File: config.mk
export PLATFORM = sky130hd
export DESIGN_NAME = serial_audio_port
export DESIGN_NICKNAME = d
export VERILOG_FILES = /design/src/rtl/serial_audio_port.sv
export SDC_FILE = /design/constraint.sdc
export NUM_CORES = 1
export LEC_CHECK = 0
export BUFFER_PORTS_ARGS = -buffer_cell sky130_fd_sc_hd__buf_4
export CELL_PAD_IN_SITES_DETAIL_PLACEMENT = 0
export CELL_PAD_IN_SITES_GLOBAL_PLACEMENT = 1
export CORE_MARGIN = 5
export CORE_UTILIZATION = 33
export DETAILED_ROUTE_END_ITERATION = 10
export PLACE_DENSITY = 0.75
export REMOVE_ABC_BUFFERS = 1
export SLEW_MARGIN = 0
export SYNTH_ARGS = -nofsm -noshare
export SYNTH_HDL_FRONTEND = slang
export SYNTH_SLANG_ARGS = --single-unit
File: constraint.sdc
create_clock -name clk -period 5 [get_ports clk]
set_input_delay 0.25 -clock clk [delete_from_list [all_inputs] [get_ports clk]]
set_output_delay 0.25 -clock clk [all_outputs]
set_load 0.02 [all_outputs]
File: src/rtl/serial_audio_port.sv
module serial_audio_port #(
  parameter int SLOT_W     = 8,
  parameter int MCLK_RATIO = 256
) (
  input  logic        clk,
  input  logic        rst_n,
  input  logic        mclk_i,
  input  logic        bclk_i,
  input  logic        lrck_i,
  input  logic        sdin_i,
  output logic        sdout_o,
  input  logic [1:0]  fmt_i,
  input  logic [1:0]  wlen_i,
  input  logic        tx_valid_i,
  output logic        tx_ready_o,
  input  logic [31:0] tx_left_i,
  input  logic [31:0] tx_right_i,
  output logic        rx_valid_o,
  output logic        rx_chan_o,
  output logic [31:0] rx_data_o,
  output logic        underrun_o,
  output logic        mclk_err_o
);
  localparam int DW = 32;
  localparam int IW = $clog2(DW);
  localparam int MW = $clog2(MCLK_RATIO) + 2;

  logic [2:0] bclk_s, mclk_s;
  logic [1:0] lrck_s, sdin_s;

  always_ff @(posedge clk) begin
    if (!rst_n) begin
      bclk_s <= '0;
      mclk_s <= '0;
      lrck_s <= '1;
      sdin_s <= '0;
    end else begin
      bclk_s <= {bclk_s[1:0], bclk_i};
      mclk_s <= {mclk_s[1:0], mclk_i};
      lrck_s <= {lrck_s[0], lrck_i};
      sdin_s <= {sdin_s[0], sdin_i};
    end
  end

  wire rise  = bclk_s[1] & ~bclk_s[2];
  wire fall  = ~bclk_s[1] & bclk_s[2];
  wire mrise = mclk_s[1] & ~mclk_s[2];
  wire lr    = lrck_s[1];
  wire sd    = sdin_s[1];
  wire dsp   = (fmt_i == 2'd3);

  wire [SLOT_W-1:0] wl = (wlen_i == 2'd0) ? SLOT_W'(16) :
                         (wlen_i == 2'd1) ? SLOT_W'(24) : SLOT_W'(DW);

  logic              lr_last, locked, ch, act, full;
  logic [SLOT_W-1:0] slot, half_len;
  logic [IW-1:0]     idx;
  logic [DW-1:0]     cur_l, cur_r, stg_l, stg_r;
  logic [DW-2:0]     sh;
  logic [MW-1:0]     mcnt;
  logic              mseen;

  wire ev_any  = dsp ? (lr & ~lr_last) : (lr ^ lr_last);
  wire ev_left = ev_any & (dsp | ~lr);

  wire [SLOT_W-1:0] slot_inc = (&slot) ? slot : slot + 1'b1;
  wire [SLOT_W-1:0] nslot    = ev_any ? '0 : slot_inc;
  wire              nch      = dsp ? (nslot >= wl) : lr;

  logic [SLOT_W-1:0] start;
  always_comb begin
    case (fmt_i)
      2'd0:    start = SLOT_W'(1);
      2'd1:    start = '0;
      2'd2:    start = (half_len > wl) ? half_len - wl : '0;
      default: start = nch ? wl : '0;
    endcase
  end

  wire [SLOT_W-1:0] rel  = nslot - start;
  wire              nact = (locked | ev_any) && (nslot >= start) && (rel < wl);
  wire [IW-1:0]     nidx = IW'(wl - 1'b1 - rel);

  wire [DW-1:0] new_l = full ? stg_l : '0;
  wire [DW-1:0] new_r = full ? stg_r : '0;
  wire [DW-1:0] word  = nch ? (ev_left ? new_r : cur_r) : (ev_left ? new_l : cur_l);

  wire [DW-1:0] sh_nx = (idx == IW'(wl - 1'b1)) ? {{(DW-1){1'b0}}, sd} : {sh, sd};

  assign tx_ready_o = ~full;

  always_ff @(posedge clk) begin
    if (!rst_n) begin
      lr_last    <= 1'b1;
      locked     <= 1'b0;
      slot       <= '0;
      half_len   <= SLOT_W'(DW);
      ch         <= 1'b0;
      act        <= 1'b0;
      idx        <= '0;
      sdout_o    <= 1'b0;
      cur_l      <= '0;
      cur_r      <= '0;
      stg_l      <= '0;
      stg_r      <= '0;
      full       <= 1'b0;
      underrun_o <= 1'b0;
      mcnt       <= '0;
      mseen      <= 1'b0;
      mclk_err_o <= 1'b0;
      sh         <= '0;
      rx_valid_o <= 1'b0;
      rx_chan_o  <= 1'b0;
      rx_data_o  <= '0;
    end else begin
      rx_valid_o <= 1'b0;
      if (mrise && !(&mcnt)) mcnt <= mcnt + 1'b1;
      if (fall) begin
        lr_last <= lr;
        slot    <= nslot;
        ch      <= nch;
        act     <= nact;
        idx     <= nidx;
        sdout_o <= nact & word[nidx];
        if (ev_any) begin
          locked   <= 1'b1;
          half_len <= slot_inc;
        end
        if (ev_left) begin
          cur_l <= new_l;
          cur_r <= new_r;
          full  <= 1'b0;
          if (!full) underrun_o <= 1'b1;
          mclk_err_o <= mseen && (mcnt != MW'(MCLK_RATIO));
          mseen      <= 1'b1;
          mcnt       <= mrise ? MW'(1) : '0;
        end
      end
      if (tx_valid_i && !full) begin
        full  <= 1'b1;
        stg_l <= tx_left_i;
        stg_r <= tx_right_i;
      end
      if (rise && act) begin
        sh <= sh_nx[DW-2:0];
        if (idx == '0) begin
          rx_valid_o <= 1'b1;
          rx_chan_o  <= ch;
          rx_data_o  <= sh_nx;
        end
      end
    end
  end


  sdout_only_after_fall_chk: assert property (@(posedge clk) disable iff (!rst_n)
    !fall |=> $stable(sdout_o));


  rx_strobe_single_chk: assert property (@(posedge clk) disable iff (!rst_n)
    rx_valid_o |=> !rx_valid_o);


  rx_after_rise_chk: assert property (@(posedge clk) disable iff (!rst_n)
    $rose(rx_valid_o) |-> $past(rise));


  stage_fill_chk: assert property (@(posedge clk) disable iff (!rst_n)
    (tx_valid_i && tx_ready_o) |=> !tx_ready_o);


  underrun_sticky_chk: assert property (@(posedge clk) disable iff (!rst_n)
    underrun_o |=> underrun_o);


  mclk_flag_at_frame_chk: assert property (@(posedge clk) disable iff (!rst_n)
    !(fall && ev_left) |=> $stable(mclk_err_o));
endmodule

After elaboration in Yosys (flattened, before gate mapping)
Cells that the tools add are included.
{ "word_totals": {"romBits": 0, "out_inout_bits": 38, "inputBits": 75, "ff_bits": 243, "ram_bits": 0, "n_memories": 0, "latch_bits": 0, "elab_cells": 103} }
{ "op_classes": {"eq_ne": 6, "reduce_logical": 21, "magnitude_cmp": 5, "n_bitwise": 15, "n_mux": 25, "n_mul": 0, "add_sub_neg": 6, "n_div": 0, "n_shift": 0} }
{ "op_table": {"columns": ["operator", "count"], "rows": [
  ["2-to-1 mux 32 bit", 6],
  ["2-to-1 mux 10 bit", 3],
  ["2-to-1 mux 8 bit", 3],
  ["one-hot mux 8 bit (3 select lines)", 1],
  ["2-to-1 mux 6 bit", 3],
  ["adder 10 x 1 -> 10 bit (second input constant)", 1],
  ["inequality test 10 x 9 -> 1 bit (second input constant)", 1],
  ["AND reduction 10 bit", 1],
  ["AND reduction 2 bit", 5],
  ["adder 8 x 1 -> 8 bit (second input constant)", 1],
  ["greater-or-equal comparator 8 x 6 -> 1 bit", 1],
  ["greater-or-equal comparator 8 bit", 1],
  ["> comparator 8 x 6 -> 1 bit", 1],
  ["less-than comparator 8 x 6 -> 1 bit", 1],
  ["2-to-1 mux 1 bit", 8],
  ["AND reduction 8 bit", 1],
  ["subtractor 8 x 6 -> 8 bit", 1],
  ["subtractor 8 bit", 1],
  ["AND 1 bit", 6],
  ["logical AND 1 bit", 6],
  ["less-than comparator 5 x 6 -> 1 bit (second input constant)", 1],
  ["inverter 1 bit", 6],
  ["binary-select mux 1 bit (select 5 bit)", 1],
  ["equality test 5 bit", 1],
  ["other kinds (11)", 17]
]} }

Longest topological paths before layout
Gate-level depths: netlist (run 1).
{ "logic_depth": {"depth_word": 13, "ltp_mapped": 27, "depth_no_buf": 25} }

Least setup slack after synthesis (run 1)
Ideal clock, no wire load.
{ "synth_timing": {"kind": "register to register", "from": "register slot[0]", "to": "register sdout_o", "path_buffers": 2, "setup_time_ns": 0.069, "setup_slack_ns": -0.151, "period_less_slack_ns": 5.151, "path_stages_with_launch": 25, "arrival_ns": 5.082, "required_time_ns": 4.931, "path_cell_list": "dfxtp_1 ha_1 nand2_1 nor2_1 nor2_1 xnor2_1 nor2_1 inv_1 ha_1 and3_1 a221o_1 nor4_1 buf_2 clkbuf_1 o32a_1 ha_1 a21oi_1 xnor2_1 ha_1 nor2b_1 o21ai_0 o211ai_1 or3b_2 a311o_1 o21ai_1"} }
{ "synth_via": {"elab_chain_cells": 12, "elab_cells_between_ends": 18, "classes_between": "add/sub (3); order compare (3); mux (8); bitwise (1); reduce/logical (3)"} }
{ "synth_lines": {"columns": ["element", "line", "text"], "rows": [
  ["start: declaration", "56", "logic [SLOT_W-1:0] slot, half_len;"],
  ["start signal: assignment", "120", "slot <= nslot;"],
  ["adder 8 x 1 -> 8 bit / AND reduction 8 bit (equally long branches)", "66", "wire [SLOT_W-1:0] slot_inc = (&slot) ? slot : slot + 1'b1;"],
  ["2-to-1 mux 8 bit (*)", "66", null],
  ["2-to-1 mux 8 bit (*)", "67", "wire [SLOT_W-1:0] nslot = ev_any ? '0 : slot_inc;"],
  ["named net nslot[3]", "67", null],
  ["greater-or-equal comparator 8 x 6 -> 1 bit", "68", "wire nch = dsp ? (nslot >= wl) : lr;"],
  ["2-to-1 mux 1 bit", "68", null],
  ["2-to-1 mux 6 bit", "76", "default: start = nch ? wl : '0;"],
  ["one-hot mux 8 bit (3 select lines)", "72", "case (fmt_i)"],
  ["subtractor 8 bit", "80", "wire [SLOT_W-1:0] rel = nslot - start;"],
  ["subtractor 5 bit", "82", "wire [IW-1:0] nidx = IW'(wl - 1'b1 - rel);"],
  ["binary-select mux 1 bit (select 5 bit)", "124", "sdout_o <= nact & word[nidx];"],
  ["2-to-1 mux 1 bit (not written as such)", "124", null],
  ["AND 1 bit (*)", "124", null],
  ["end signal: assignment", "124", null],
  ["end: declaration", "11", "output logic sdout_o,"]
]} }
The timed path passes the listed nets; every way through them passes the cells marked *. The select of a mux whose other input is x is not followed.
A chain may end at the register's enable or synchronous reset.

Worst setup path after layout (run 1)
{ "layout_timing": {"from": "register slot[5]", "to": "register sdout_o"} }
Same word-level chain as after synthesis.

==> impl_results.md, run 1 <==
- Clock transition at path regs: 60 ps
- Seq. cell area: 4870 µm²
- Die W: 202.0 µm
- WHS Endpoint: stg_r[13]$_SDFFE_PN0P_
- Stages on worst setup path: 23
- Hold path depth: 3
- Top cell type's share of synthesized area: 40.00%
- Layout Cells excl Fill: 2188
- Prevailing post-synth register cell: dfxtp_1
- Synth top cells by count: 397 x nand2_1, 243 x dfxtp_1, 131 x a21boi_0
- Hold_sp: tx_right_i[13]
- PwrDens: 299.5 nW/µm²
- FF-to-FF End: sdout_o$_SDFFE_PN0P_
- Worst path cell trace: and4_4 -> nand2_2 -> nor2_4 -> nor3_2 -> xnor2_1 -> nor2_1 -> ha_1 -> and3_1 -> a221o_1 -> nor4_2 -> o32a_1 -> ha_4 -> a21boi_1 -> o21ai_1 -> nand2_1 -> nor2_1 -> nor2_1 -> ha_1 -> o21ai_0 -> o211ai_1 -> or3b_4 -> a311o_1 -> o21ai_1
- Met2 WL: 15440 µm
- Ys async rst share: 0%
- Dpl cells: 2065
- Startpoint class of the critical path: flip-flop
- Initial Utilization: 33.30%
- WL final: 33670 µm
- Post-synth EDFFs: 0
- Top cell by count, worst path: nor2_1
- CP endpoint kind: flip-flop
- Post-DR wirelength/cell: 15.39 µm
- Share of layout cells above drive strength 1: 14.19%
- Longest Clk Path Bufs: 3
- Hold Slack: 0.3191 ps
- Synthesized cell area: 12160 µm²
- Synth Instances: 1553
- First-pass DRT Iterations: 5
- WP data arrival: 5230 ps
- Vias in the first global route: 10680
- Maximum VDD drop: 0.2470 mV
- Least-Margin Pin Slew: 1189 ps
- Die area: 40790 µm²
- Vias/cell: 5.031
- Cell family with most CP delay: simple AND/OR/NAND/NOR gates
- IO Pins: 113
- Hold WC Path Type: input port to flip-flop
- Min cycle time layout: 4744 ps
- Worst r2r path cells: 23
- Number of port buffers: 112
- Filler cells: 3673
- Total track usage: 15.95%
- Distinct cell type count after synthesis: 65
- Post-synthesis sequential area ratio: 40.00%
- Status: completed
- Area leader, netlist: dfxtp_1
- Setup Skew: 23.66 ps
- Largest net degree at the start of global routing: 94
- Multi-input gate area: 6870 µm²
- Final Hold Vio Count: 0
- Metal1 wirelength: 16190 µm
- Clock sinks: 243
- Crit Reg-Reg Startpoint: slot[5]$_SDFFE_PN0P_
- Clk Latency, worst-skew pair: 550 ps
- Core area: 36520 µm²
- Post-layout util: 41.89%
- Number of inserted diodes: 0
- Yosys warning count: 0
- DR iter-0 viols: 597
- Die Height: 202.0 µm
- CTS tree: done
- Mean post-synth cell area: 7.831 µm²
- Reg2reg setup slack: 260 ps
- GR Overflow Total: 0
- Period utilization: 94.88%
- H-Tree Depth: 1
- Synth area leaders: dfxtp_1 40%, nand2_1 12%, a21boi_0 8.1%
- Setup TNS Final: 0 ps
- Buf/Inv on CP: 0
- Top-count cell post-synth: nand2_1
- Clock root buffer: clkbuf_16
- Post-DP HPWL: 22460 µm
- Initial antenna violation count: 0
- Critical path class: flip-flop to flip-flop
- Met3 WL: 1220 µm
- Critical Path Max Stage Delay: 400 ps
- Leak Pwr: 5.914 nW
- First-pass GRT wire length: 55370 µm
- Syn-to-layout area delta: 25.80%
- Crit-path max FO: 3
- Peak Freq: 0.2108 GHz
- Antenna Nets Post-Route: 0
- Post-route DRC: 0
- Total clock buffers created by CTS: 28
- Worst slew margin: 20.72%
- GPL Wtd Cong: 0.8836
- Post-layout nets: 1797
- MaxCap Viol Count: 0
- DR top layer: met4
- Row cnt: 70
- Worst path required time: 5480 ps
- Final slew viol count: 0
- Routed vias: 11010
- Final setup vio count: 0
- Slowest-stage cell, CP: or3b_4
- Synth Register Bits: 243
## metrics by stage
step | power (mW) | setup WS, ps | cell area (µm²)
detailed placement | 2.446 | 10.09 | 13550
CTS | 4.647 | 37.09 | 15190
floorplan | 2.261 | -3046 | 11730
global route | 4.787 | -10.03 | 15300
global placement | 2.443 | 101.4 | 13550
finish | 4.582 | 256.0 | 15300
## state kept, by name, indices dropped and copies added, names as in the netlist, 2 cells and up
name and flops:
lrck_s 2, idx 5, slot 8, stg_r 32, cur_l 32, stg_l 32
mcnt 10, sh 31, bclk_s 3, mclk_s 3, rx_data_o 32, half_len 8
cur_r 32, sdin_s 2
## how the worst max path moves through the flow
stage | startpoint | endpoint | slack (ps)
after floorplan | lrck_s[1]$_SDFF_PN1_ | mcnt[1]$_SDFF_PN0_ | -3050
after global placement | slot[6]$_SDFFE_PN0P_ | sdout_o$_SDFFE_PN0P_ | 100
after detailed placement | slot[6]$_SDFFE_PN0P_ | sdout_o$_SDFFE_PN0P_ | 10
after CTS | slot[6]$_SDFFE_PN0P_ | sdout_o$_SDFFE_PN0P_ | 40
after global routing | slot[5]$_SDFFE_PN0P_ | sdout_o$_SDFFE_PN0P_ | -10
final | slot[5]$_SDFFE_PN0P_ | sdout_o$_SDFFE_PN0P_ | 260
## cell type report
cell class	instances	area share (%)
inverters	29	0.7115
flip-flops and latches	243	31.83
clock buffers	42	5.520
well taps	468	3.827
multi-input cells	1170	44.91
repair buffers	226	12.36
clock inverters	10	0.8505
## where the power goes
group          switching, mW  leakage (nW)  internal [mW]
clock                  0.821         0.477           1.32
sequential            0.0337          1.97           1.98
combinational          0.239          3.47          0.196
total                   1.09          5.91           3.49
## timing repair
action                                  4_1_cts  5_1_grt
pin swaps                                     0       11
endpoints found under the setup margin        1        1
gates resized for setup                       1       20
endpoints found under the hold margin        66        0
hold buffers                                 66        0
setup buffers                                 0        5
## per-layer routing
metal	vias to the layer above	GRT usage, %
li1	5597	-
met2	210	26.88
met5	-	0
met3	57	1.845
met1	5144	21.88
met4	0	3.931
## worst reg2reg max path, stage by stage, from the launching register on
cell      delay (ps)
dfxtp_2          330
and4_4           230
nand2_2           80
nor2_4           150
nor3_2            50
xnor2_1          220
nor2_1            90
ha_1             300
and3_1           200
a221o_1          350
nor4_2           340
o32a_1           260
ha_4             220
a21boi_1         140
o21ai_1          190
nand2_1           70
nor2_1           110
nor2_1            50
ha_1             260
o21ai_0           80
o211ai_1         150
or3b_4           400
a311o_1          280
o21ai_1          120
## cells in the final DEF, fill, tap and decap left out, types with 12 or more instances in the layout
cell type and instances:
mux2i_1 38, and3_1 32, nand3_1 62, a21oi_1 44, dfxtp_1 239, clkbuf_16 29
o211a_1 14, o21ai_0 103, a21boi_0 129, nand2_1 393, nor3_1 12, a211oi_1 24
nor2_1 37, buf_4 157, and2_1 100, nor2b_1 13, dlygate4sd3_1 66, inv_1 28
ha_1 21
## cell families after synthesis
| kind of cell | synth area share, % |
|---|---|
| compound gates | 21.29 |
| xor+xnor | 1.368 |
| fa+ha+maj | 2.593 |
| buf+inv | 4.424 |
| flops | 40.00 |
| mux | 3.868 |
| simple gates | 26.46 |
Power figures use the tool's default switching activity.
==> run 2: changes to the inputs <==
--- a/config.mk
+++ b/config.mk
@@ -10,7 +10,7 @@
 export CELL_PAD_IN_SITES_GLOBAL_PLACEMENT = 1
 export CORE_MARGIN = 5
-export CORE_UTILIZATION = 33
+export CORE_UTILIZATION = 31
 export DETAILED_ROUTE_END_ITERATION = 10
-export PLACE_DENSITY = 0.75
+export PLACE_DENSITY = 0.72
 export REMOVE_ABC_BUFFERS = 1
 export SLEW_MARGIN = 0
==> constraint.sdc (replaced) <==
create_clock -name clk -period 5 [get_ports clk]
set_input_delay 0.25 -clock clk [delete_from_list [all_inputs] [get_ports clk]]
set_output_delay 0.25 -clock clk [all_outputs]
set_load 0.005 [all_outputs]
==> run 2 against run 1 <==
  * Utilization shrank 2.1 points
  * Sequential power is essentially flat
  * Clock skew shrank 9.0 ps
  * Worst hold slack gained 170 ps
  * Design area grew 0.82%
  * Total power grew 4.7%
  * Die area grew 6.1%
==> impl_results.md, run 2 (same netlist as run 1, synthesis figures left out) <==
- Status: completed
- Leak Pwr: 5.938 nW (+0.41%)
- Post-DP Area: 13580 µm² (+0.18%)
- Clock root buffer: clkbuf_16
- Slowest-stage cell, CP: or3b_4
- RSZ-0062 raised after global routing: false
- GR Overflow Total: 0 (unchanged)
- Peak Freq: 0.2131 GHz (+1.1%)
- Worst r2r path cells: 21 (-8.7%)
- Worst slew margin: 33.23% (+13 points)
- First-pass DRT Iterations: 5 (unchanged)
- DR iter-0 viols: 599 (+0.34%)
- First-pass GRT wire length: 55060 µm (-0.57%)
- Final Instance Area: 15420 µm² (+0.82%)
- Hold Slack: 166.6 ps (+166.3 ps)
- Top cell by count, worst path: ha_1
- Crit-path max FO: 5 (+2)
- MaxCap Viol Count: 0 (unchanged)
- Initial Utilization: 31.40% (-1.9 points)
- Initial antenna violation count: 0 (unchanged)
- Clock sinks: 243 (unchanged)
- Die W: 208.1 µm (+3.0%)
- Clk Latency, worst-skew pair: 570 ps (+20 ps)
- WP data arrival: 5200 ps (-30 ps)
- CTS tree: done
- Hold WC Path Type: input port to flip-flop
- Critical path class: flip-flop to flip-flop
- Post-DR wirelength/cell: 15.03 µm (-2.3%)
- Total clock buffers created by CTS: 29 (+3.6%)
- Most frequent cells in the layout: 394 x nand2_1, 237 x dfxtp_1, 149 x buf_4
- Total track usage: 14.92% (-1.0 points)
- Worst path cell trace: and4_4 -> nand2_1 -> nor2_2 -> nor3_1 -> xnor2_1 -> nor2_1 -> ha_1 -> and3_1 -> a221o_1 -> nor4_4 -> o32a_1 -> ha_1 -> a21oi_2 -> xnor2_2 -> ha_1 -> nor2b_1 -> o21ai_1 -> o211ai_1 -> or3b_4 -> a311o_1 -> o21ai_1
- Clock transition at path regs: 70 ps (about the same)
- Startpoint class of the critical path: flip-flop
- Least-Margin Pin Slew: 1002 ps (-187.6 ps)
- Largest net degree at the start of global routing: 95 (+1.1%)
- Critical Path Max Stage Delay: 390 ps (about the same)
- Core area: 38740 µm² (+6.1%)
- Min cycle time layout: 4693 ps (-50.70 ps)
- Longest Clk Path Bufs: 3 (unchanged)
- Number of inserted diodes: 0 (unchanged)
- IO Pins: 113 (unchanged)
- WL final: 33570 µm (-0.31%)
- Number of port buffers: 112 (unchanged)
- Hold path depth: 2 (-1)
- Final slew viol count: 0 (unchanged)
- Setup Skew: 14.64 ps (-9.021 ps)
- H-Tree Depth: 1 (unchanged)
- Worst path required time: 5500 ps (+20 ps)
- CP endpoint kind: flip-flop
- PwrDens: 311.1 nW/µm² (+3.9%)
- Filler cells: 4038 (+9.9%)
- Final setup vio count: 0 (unchanged)
- Vias in the first global route: 10440 (-2.2%)
- GPL Wtd Cong: 0.8622 (-2.4%)
- Post-route DRC: 0 (unchanged)
- Post-DP HPWL: 22700 µm (+1.1%)
- Most common cell after layout, fill and taps aside: nand2_1
- Row cnt: 72 (+2.9%)
- Vias/cell: 4.858 (-3.4%)
- Final Hold Vio Count: 0 (unchanged)
- Share of layout cells above drive strength 1: 13.99% (-0.19 points)
- Die Height: 208.1 µm (+3.0%)
- Period utilization: 93.87% (-1.0 points)
- Die area: 43290 µm² (+6.1%)
- Post-layout nets: 1792 (-0.28%)
- Antenna Nets Post-Route: 0 (unchanged)
- Syn-to-layout area delta: 26.83%
- Maximum VDD drop: 0.2206 mV (-11%)
- Routed vias: 10850 (-1.5%)
==> run 2: cell types whose count changed in the layout (fill, tap and decap cells not counted), sizes merged <==
cell         change
buf              -8
clkbuf           -5
bufinv           +3
clkinvlp         +2
dlygate4sd3      +2
inv              +1
==> run 2: worst paths after layout <==
check	end	slack, ps	start
worst max-delay path	sdout_o$_SDFFE_PN0P_	310	slot[5]$_SDFFE_PN0P_
worst min-delay path	lrck_s[0]$_SDFF_PN1_	170	rst_n
worst max register to register	sdout_o$_SDFFE_PN0P_	310	slot[5]$_SDFFE_PN0P_
worst min register to register	mclk_s[1]$_SDFF_PN0_	430	mclk_s[0]$_SDFF_PN0_
==> run 2: timing repair <==
item	4_1_cts	5_1_grt
gates resized for setup	0	24
hold endpoints to repair	68	0
buffers inserted	0	2
hold buffers	68	0
setup endpoints to repair	0	2
==> run 2: final cells by class <==
type                       instances  area, µm²  area share, %
clock inverter                    16      262.8          1.703
timing repair buffer             220       1851          12.00
inverter                          29      108.9         0.7057
multi-input combinational       1170       6849          44.40
clock buffer                      37      825.8          5.354
sequential                       243       4880          31.64
tap                              518      648.1          4.202
==> run 2: layer usage <==
metal,share of wire (%),global-route usage (%)
met4,1.5,3.080
met2,46,24.81
met5,0,0
met1,48,20.68
met3,4.1,2.320
==> run 2: where the power goes <==
group / switching, mW / internal (mW) / total, mW
logic: 0.238 / 0.197 / 0.435
registers: 0.0351 / 1.98 / 2.01
clock network: 0.872 / 1.48 / 2.35
total: 1.15 / 3.65 / 4.80
==> run 2: stage by stage <==
step | cells | utilization [%] | power (mW) | setup TNS [ps] | setup WS, ps
after floorplan | 1442 | - | 2.260 | -195850 | -3046
after global placement | 2110 | 35.05 | 2.442 | 0 | 138.7
after detailed placement | 2110 | 35.05 | 2.445 | 0 | 77.73
after CTS | 2231 | 39.62 | 4.864 | 0 | 45.86
after global routing | 2233 | 39.82 | 5.004 | 0 | 49.40
final | 2233 | 39.82 | 4.799 | 0 | 306.7
==> run 2: worst max-delay path, delay by kind of cell (launching register included) <==
kind	cells	cell delay, ps
adders and majority gates	3	830
DFF	1	370
AOI/OAI and AO/OA	7	1410
xor gates and xnor gates	2	370
and+or+nand+nor	9	1640
==> run 3: changes to the inputs <==
- RECOVER_POWER: default -> 100
- SETUP_SLACK_MARGIN: default -> 0.4
==> run 3 against run 2 <==
  * The run now ends with max-capacitance violations, max-slew violations left
  * First-iteration DRC count grew 13%
  * Sequential cell count is the same
  * Design area grew 0.41%
==> impl_results.md, run 3 (same netlist as run 1, synthesis figures left out) <==
- Most common cell after layout, fill and taps aside: nand2_1
- CTS tree: done
- Final setup vio count: 0 (unchanged)
- First-pass GRT wire length: 55650 µm (+1.1%)
- Post-DP HPWL: 22700 µm (unchanged)
- Peak Freq: 0.2119 GHz (-0.53%)
- Crit-path max FO: 6 (+1)
- WP data arrival: 5220 ps (+20 ps)
- Period utilization: 94.36% (+0.50 points)
- Worst r2r path cells: 21 (unchanged)
- RSZ-0062 raised after global routing: true
- Crit Reg-Reg Startpoint: slot[0]$_SDFFE_PN0P_
- Core area: 38740 µm² (unchanged)
- Post-layout nets: 1802 (+0.56%)
- Total clock buffers created by CTS: 29 (unchanged)
- First-pass DRT Iterations: 6 (+1)
- Number of port buffers: 112 (unchanged)
- WL final: 33840 µm (+0.83%)
- Critical Path Max Stage Delay: 420 ps (+30 ps)
- Failing checks: max-capacitance violations, max-slew violations
- Die W: 208.1 µm (unchanged)
- Post-layout util: 39.98% (+0.16 points)
- Routed vias: 10940 (+0.88%)
- Clock root buffer: clkbuf_16
- Clk Latency, worst-skew pair: 570 ps (about the same)
- Reg2reg setup slack: 280 ps (-20 ps)
- Layout Cells excl Fill: 2243 (+0.45%)
- Clock transition at path regs: 70 ps (about the same)
- MaxCap Viol Count: 5 (+5)
- Syn-to-layout area delta: 27.35%
- Startpoint class of the critical path: flip-flop
- Filler cells: 4036 (-0.050%)
- Hold WC Path Type: input port to flip-flop
- H-Tree Depth: 1 (unchanged)
- Final Hold Vio Count: 0 (unchanged)
- Worst slew margin: -85.68% (-120 points)
- Total track usage: 15.07% (+0.15 points)
- Longest Clk Path Bufs: 3 (unchanged)
- Largest net degree at the start of global routing: 95 (unchanged)
- Die area: 43290 µm² (unchanged)
- Least-Margin Pin Slew: 2775 ps (+1773 ps)
- Crit path from: slot[0]$_SDFFE_PN0P_
- Worst setup path endpoint: sdout_o$_SDFFE_PN0P_
- Die Height: 208.1 µm (unchanged)
- IO Pins: 113 (unchanged)
- Critical path class: flip-flop to flip-flop
- Post-DR wirelength/cell: 15.09 µm (+0.38%)
- Most frequent cells in the layout: 396 x nand2_1, 237 x dfxtp_1, 129 x a21boi_0
- Leak Pwr: 5.891 nW (-0.80%)
- Hold_sp: fmt_i[1]
- Initial Utilization: 31.40% (unchanged)
- Final Instance Area: 15490 µm² (+0.41%)
- Worst path cell trace: ha_4 -> nand2_1 -> nor2_4 -> nor3_2 -> xnor2_2 -> nor2_1 -> ha_1 -> and3_1 -> a221o_1 -> buf_4 -> or4_4 -> a32oi_1 -> ha_1 -> a21boi_1 -> nor2_1 -> ha_1 -> o21ai_0 -> o211ai_1 -> or3b_4 -> a311o_1 -> o21ai_1
- Antenna Nets Post-Route: 0 (unchanged)
- Slowest-stage cell, CP: or4_4
- DR iter-0 viols: 678 (+13%)
- CP endpoint kind: flip-flop
- GR Overflow Total: 0 (unchanged)
- Top cell by count, worst path: ha_1
- Dpl cells: 2110 (unchanged)
- Row cnt: 72 (unchanged)
- Post-route DRC: 0 (unchanged)
- Vias/cell: 4.878 (+0.43%)
- Total Power: 4.803 mW (about the same)
- Hold Slack: 417.5 ps (+250.9 ps)
- Status: complete, but fails checks
- Final slew viol count: 325 (+325)
- PwrDens: 310.1 nW/µm² (-0.31%)
- Number of inserted diodes: 0 (unchanged)
- GPL Wtd Cong: 0.8622 (unchanged)
- Maximum VDD drop: 0.2227 mV (+0.98%)
- Min cycle time layout: 4718 ps (+24.84 ps)
- Worst path required time: 5500 ps (about the same)
- Vias in the first global route: 10590 (+1.4%)
- Initial antenna violation count: 0 (unchanged)
- Setup Skew: 13.87 ps (-0.7670 ps)
- Clock sinks: 243 (unchanged)
- Share of layout cells above drive strength 1: 13.91% (-0.081 points)
- FF-to-FF End: sdout_o$_SDFFE_PN0P_
- Post-DP Area: 13580 µm² (unchanged)
-- run 3: changes by cell type in the layout (fill, tap and decap cells not counted), moves of 11 or more --
cell	change
and2_0	+38
and2_1	-38
buf_4	-36
clkbuf_4	+34
clkbuf_1	+11
-- run 3: per-layer routing --
metal	GRT usage, %	up-vias	share of wire (%)
met4	3.171	0	1.5
li1	-	5619	-
met1	20.75	5074	48
met3	2.350	43	4.1
met2	25.19	206	47
met5	0	-	0
-- run 3: final cells by class --
cell class              instances  area, µm²  share of cell area (%)
multi-input cells            1170       6887                   44.47
flip-flops and latches        243       4880                   31.51
repair buffers                230       1876                   12.11
clock buffers                  37      825.8                   5.332
well taps                     518      648.1                   4.185
clock inverters                16      262.8                   1.697
inverters                      29      108.9                  0.7029
-- run 3: repair_timing --
item | in CTS | in global routing
pin swaps | 14 | 11
setup endpoints to repair | 1 | 2
hold buffers | 68 | 0
buffers inserted | 11 | 1
endpoints found under the hold margin | 68 | 0
gates resized for setup | 22 | 9
-- run 3: worst max-delay path, delay by kind of cell, from the launching register on --
family          cells  cell delay [ps]
xor+xnor            1              120
buf+inv             1              160
simple gates        8             1740
fa+ha+maj           4              940
compound gates      7             1360
flops               1              370
-- run 3: report_power, final --
part | internal, mW | switching [mW]
Clock | 1.48 | 0.874
Combinational | 0.200 | 0.238
Sequential | 1.98 | 0.0351
-- run 3: how the worst min path moves through the flow --
stage                                 endpoint  slack (ps)  depth (start not counted)
after floorplan           lrck_s[0]$_SDFF_PN1_         320                          1
after global placement    mclk_s[1]$_SDFF_PN0_         420                          1
after detailed placement  sdin_s[1]$_SDFF_PN0_         420                          1
after CTS                 lrck_s[0]$_SDFF_PN1_         150                          2
after global routing      mclk_s[1]$_SDFF_PN0_         440                          1
final                          ch$_SDFFE_PN0P_         420                          4
-- run 3: stage by stage --
| stage | setup TNS (ps) | setup WS (ps) |
|---|---|---|
| 6_report | 0 | 281.9 |
| 5_1_grt | 0 | 57.45 |
| 4_1_cts | 0 | 412.7 |
| 3_5_place_dp | 0 | 77.73 |
| 3_3_place_gp | 0 | 138.7 |
| 2_1_floorplan | -195850 | -3046 |
